`src/rtl/mbox_pkg.sv`:
```
package mbox_pkg;

  typedef enum logic [1:0] {
    RGN_HWREG = 2'b00,
    RGN_LOWER = 2'b01,
    RGN_UPPER = 2'b10,
    RGN_NONE  = 2'b11
  } region_e;

  // Strobes passed from decode control to the flag datapath
  typedef struct packed {
    logic setCmd;
    logic clrCmd;
    logic setReq;
    logic clrReq;
    logic loadEn;
    logic enVal;
  } strobe_t;

endpackage

```
`src/rtl/mbox_ctrl.sv`:
```
module mbox_ctrl
  import mbox_pkg::*;
#(
  parameter int OFF_W    = 13,
  parameter int CMD_OFF  = 0,
  parameter int COND_OFF = 1,
  parameter int EN_REG   = 1
) (
  input  logic             cycDone,
  input  logic             cycHost,
  input  logic [1:0]       cycRegion,
  input  logic [OFF_W-1:0] cycOffset,
  input  logic             cycWrite,
  input  logic             cycWdata,
  output strobe_t          strobes
);

  localparam logic [OFF_W-1:0] CmdOff  = OFF_W'(CMD_OFF);
  localparam logic [OFF_W-1:0] CondOff = OFF_W'(COND_OFF);
  localparam logic [OFF_W-1:0] EnOff   = OFF_W'(EN_REG);

  region_e region;
  logic    lowerHit;
  logic    regHit;
  logic    atCmd;
  logic    atCond;
  logic    atEn;

  always_comb begin
    region   = region_e'(cycRegion);
    lowerHit = cycDone && (region == RGN_LOWER);
    regHit   = cycDone && (region == RGN_HWREG);
    atCmd    = (cycOffset == CmdOff);
    atCond   = (cycOffset == CondOff);
    atEn     = (cycOffset == EnOff);

    strobes        = '0;
    strobes.setCmd = lowerHit && atCmd  &&  cycHost &&  cycWrite;
    strobes.clrCmd = lowerHit && atCmd  && !cycHost && !cycWrite;
    strobes.setReq = lowerHit && atCond && !cycHost &&  cycWrite;
    strobes.clrReq = lowerHit && atCond &&  cycHost && !cycWrite;
    strobes.loadEn = regHit   && atEn   &&  cycHost &&  cycWrite;
    strobes.enVal  = cycWdata;
  end

endmodule

```
`src/rtl/mbox_dp.sv`:
```
module mbox_dp
  import mbox_pkg::*;
#(
  parameter int NUM_LINES = 4,
  parameter int LVL_W     = $clog2(NUM_LINES)
) (
  input  logic                 clk,
  input  logic                 rstN,
  input  strobe_t              strobes,
  input  logic [LVL_W-1:0]     lvlSel,
  output logic                 cmdFlag,
  output logic                 reqFlag,
  output logic                 enFlag,
  output logic [NUM_LINES-1:0] hostIrq
);

  logic irqActive;

  always_ff @(posedge clk or negedge rstN) begin
    if (!rstN) begin
      cmdFlag <= 1'b0;
      reqFlag <= 1'b0;
      enFlag  <= 1'b0;
    end else begin
      if (strobes.setCmd)      cmdFlag <= 1'b1;
      else if (strobes.clrCmd) cmdFlag <= 1'b0;

      if (strobes.setReq)      reqFlag <= 1'b1;
      else if (strobes.clrReq) reqFlag <= 1'b0;

      if (strobes.loadEn)      enFlag  <= strobes.enVal;
    end
  end

  assign irqActive = enFlag && reqFlag;

  for (genvar i = 0; i < NUM_LINES; i++) begin : g_line
    assign hostIrq[i] = irqActive && (lvlSel == LVL_W'(i));
  end

endmodule

```
`src/rtl/mbox_irq_top.sv`:
```
module mbox_irq_top
  import mbox_pkg::*;
#(
  parameter int OFF_W     = 13,
  parameter int NUM_LINES = 4,
  parameter int LVL_W     = $clog2(NUM_LINES)
) (
  input  logic                 clk,
  input  logic                 rstN,
  input  logic                 cycDone,
  input  logic                 cycHost,
  input  logic [1:0]           cycRegion,
  input  logic [OFF_W-1:0]     cycOffset,
  input  logic                 cycWrite,
  input  logic                 cycWdata,
  input  logic [LVL_W-1:0]     lvlSel,
  output logic                 localIrq,
  output logic [NUM_LINES-1:0] hostIrq
);

  strobe_t strobes;
  logic    cmdFlag;
  logic    reqFlag;
  logic    enFlag;

  mbox_ctrl #(.OFF_W(OFF_W)) u_ctrl (
    .cycDone   (cycDone),
    .cycHost   (cycHost),
    .cycRegion (cycRegion),
    .cycOffset (cycOffset),
    .cycWrite  (cycWrite),
    .cycWdata  (cycWdata),
    .strobes   (strobes)
  );

  mbox_dp #(.NUM_LINES(NUM_LINES), .LVL_W(LVL_W)) u_dp (
    .clk     (clk),
    .rstN    (rstN),
    .strobes (strobes),
    .lvlSel  (lvlSel),
    .cmdFlag (cmdFlag),
    .reqFlag (reqFlag),
    .enFlag  (enFlag),
    .hostIrq (hostIrq)
  );

  assign localIrq = cmdFlag;

endmodule

```
`config.mk`:
```
export PLATFORM = sky130hd
export DESIGN_NAME = mbox_irq_top
export DESIGN_NICKNAME = d
export VERILOG_FILES = /design/src/rtl/mbox_pkg.sv /design/src/rtl/mbox_ctrl.sv /design/src/rtl/mbox_dp.sv /design/src/rtl/mbox_irq_top.sv
export SDC_FILE = /design/constraint.sdc
export NUM_CORES = 1
export LEC_CHECK = 0
export ABC_AREA = 1
export BUFFER_PORTS_ARGS = -buffer_cell sky130_fd_sc_hd__buf_2
export CAP_MARGIN = 40
export CORE_AREA = 2 2 39 41
export DETAILED_ROUTE_END_ITERATION = 8
export DIE_AREA = 0 0 41 43
export PLACE_DENSITY = 0.62
export RECOVER_POWER = 100
export SYNTH_ARGS = -nofsm -noshare
export SYNTH_HDL_FRONTEND = slang
export SYNTH_SLANG_ARGS = --single-unit
export TNS_END_PERCENT = 5
```
`constraint.sdc`:
```
create_clock -name clk -period 0.8 [get_ports clk]
set_input_delay 0.16 -clock clk [delete_from_list [all_inputs] [get_ports clk]]
set_output_delay 0.16 -clock clk [all_outputs]
set_load 0.01 [all_outputs]
```
==> results_dict.tcl <==
set metrics [dict create \
    outcome "complete, but fails checks" \
    violations "setup timing" \
    clk_latency_ps 230 \
    critical_path.max_fanout 4 \
    fill_cells 160 \
    crit_path_end_kind "output port" \
    overflow 0 \
    hold_viol_final 0 \
    htreeDepth 1 \
    top_layer_used "met4" \
    dr.pass1.iters 2 \
    maxSlewHeadroom 0.887 \
    report.final.slew_viol_count 0 \
    power_density_nw_per_um2 936 \
    yosysTopAreaCell "dfrtp_1" \
    hpwlAfterDp_um 624 \
    grt_pass1_wl_mm 1.24 \
    via_per_inst 4.19 \
    ir_drop_mv 0.408 \
    final-setup-viol-count 7 \
    core_area_um2 1380 \
    fmaxAchievable_mhz 906 \
    crit_path_cell_trace "nand2_4 -> nor3_2 -> buf_2" \
    vias 427 \
    antenna_found_initial 0 \
    cp_data_arrival_time_ps 940 \
    yosys-top-cells-area "dfrtp_1, inv_1, nand3_2" \
    cts_max_path_buffers 2 \
    synth_edf_count 0 \
    tightest_slew_ps 169 \
    path_buf_inv 1 \
    syn_inst 49 \
    grt_max_degree 5 \
    synth_most_common_cell "inv_1" \
    yosysSeqAreaShare 0.241 \
    fin_crit_sh 1.38 \
    drive_above_1_share 0.616 \
    yosys_warnings 0 \
    grt_pass1_vias 381 \
    drt-met1-wl_um 272 \
    crit_family "flip-flops" \
    wl_met3_um 66 \
    dieArea_um2 1760 \
    fin_crit_ps 1100 \
    routed_wl_um 755 \
    clock-sinks 3 \
    placed_area_um2 489 \
    synth.avg_cell_area_um2 6.36 \
    rows 14 \
    critical_path.max_stage_delay_ps 380 \
    port_buffers 27 \
    dieHeight_um 43 \
    antenna-diode-count 0 \
    fin_area_um2 569 \
    setup_slack_ps -303 \
    cts_tree "done" \
    wl_per_cell_um 7.40 \
    synth-main-ff-cell "dfrtp_1" \
    track_usage 0.101 \
    multi_input_area_um2 225 \
    cpMaxStageDelayCell "dfrtp_1" \
    wl_met2_um 396 \
    syn-num-nets 72 \
    whs_ps 131 \
    cellLeakagePower_uw 0.000300 \
    final_nets 110 \
    synth.top_cell.area_share 0.241 \
    drtIter0Drc 9 \
    hp-class "input port to register" \
    ctsRootBufferMaster "clkbuf_4" \
    place.gp.congestion 0.738 \
    power_uw 533 \
    boundaryPins 28 \
    cap_viol_max_count 0 \
    path_clk_slew_ps 40 \
    cts_buffers 3 \
    synth-seq-cells 3 \
    drc 0 \
    seq_area_um2 75.1 \
    cp-start-kind "register" \
    clock_skew_ps 0 \
    die_w_um 41 \
    antenna_left 0 \
    path_class "register to output port" \
    rsz0062_at_grt "yes" \
    syn_area_um2 312 \
    async_flop_share 1.00 \
    cp.required_ps 640 \
    yosys.cell_types.count 15 \
    syn_to_final_growth_pct 82.7 \
    initial_core_util 0.225 \
    pre_cts_ws_ps -162 \
    yosys-top-cells-count "inv_1, nand2_1, nor2_1, nor2_2, nor3_1" \
]
==> cell families (layout without fill, tap and decap cells) <==
group	Yosys count	in the layout	synth area share
and+or+nand+nor	33	33	0.594
buffers and inverters	11	48	0.133
DFF	3	3	0.241
AOI/OAI and AO/OA	2	2	0.0321
==> final timing paths <==
check,start,slack (ps),end,cells past startpoint
max,u_dp.enFlag,-300,hostIrq[2],3
min,cycWdata,130,u_dp.enFlag,3
max reg2reg,u_dp.reqFlag,-200,u_dp.reqFlag,6
min reg2reg,u_dp.cmdFlag,510,u_dp.cmdFlag,2
max in group asynchronous,rstN,370,u_dp.cmdFlag,2
min in group asynchronous,rstN,280,u_dp.reqFlag,2
==> flip-flops by register name (all words and copies together), names as in the netlist <==
| name | count |
|---|---|
| u_dp.enFlag | 1 |
| u_dp.cmdFlag | 1 |
| u_dp.reqFlag | 1 |
==> where the power goes <==
| group | internal [uW] | switching, uW |
|---|---|---|
| Sequential | 153 | 0.0347 |
| Clock | 187 | 75.3 |
| Combinational | 63.7 | 54.4 |
==> what timing repair did <==
item | 4_1_cts | 5_1_grt
gates resized for setup | 3 | 6
pin swaps | 1 | 0
hold buffers | 1 | 0
buffers inserted | 1 | 1
setup endpoints to repair | 6 | 7
cloned | 0 | 0
endpoints found under the hold margin | 3 | 0
==> per-stage QoR <==
stage / setup TNS [ps] / std cells / util
finish: -1490 / 102 / 0.411
detailed placement: -692 / 95 / 0.354
global route: -2050 / 102 / 0.411
floorplan: -235 / 49 / -
CTS: -1450 / 101 / 0.394
global placement: -598 / 95 / 0.354
==> cell usage in the layout, fill, tap and decap left out <==
cell type	count
a21oi_1	1
dfrtp_1	3
clkbuf_1	2
dlygate4sd3_1	1
nor2_4	2
o21ai_1	1
nor3_2	4
clkbuf_4	3
nand2_1	6
nor2_1	6
inv_1	9
buf_4	5
nand2_2	1
or2_2	1
nand3_2	3
inv_2	2
nand3b_1	1
nand2_4	1
nand3_1	3
nor2_2	5
buf_2	26
==> final cells by class <==
| type | count | area share |
|---|---|---|
| multi-input cells | 35 | 0.396 |
| clock buffers | 4 | 0.0462 |
| repair buffers | 33 | 0.319 |
| well taps | 16 | 0.0352 |
| inverters | 11 | 0.0725 |
| flip-flops and latches | 3 | 0.132 |
==> layer usage <==
| layer | global-route usage | vias up |
|---|---|---|
| li1 | - | 226 |
| met1 | 0.0997 | 182 |
| met2 | 0.169 | 17 |
| met3 | 0.0209 | 2 |
| met4 | 0.0800 | 0 |
| met5 | 0 | - |
==> worst register-to-register path, delay by kind of cell (launching register included) <==
family	cells	cell delay [ps]
DFF	1	390
buffers and inverters	2	270
and+or+nand+nor	4	210
Power figures use the tool's default switching activity.
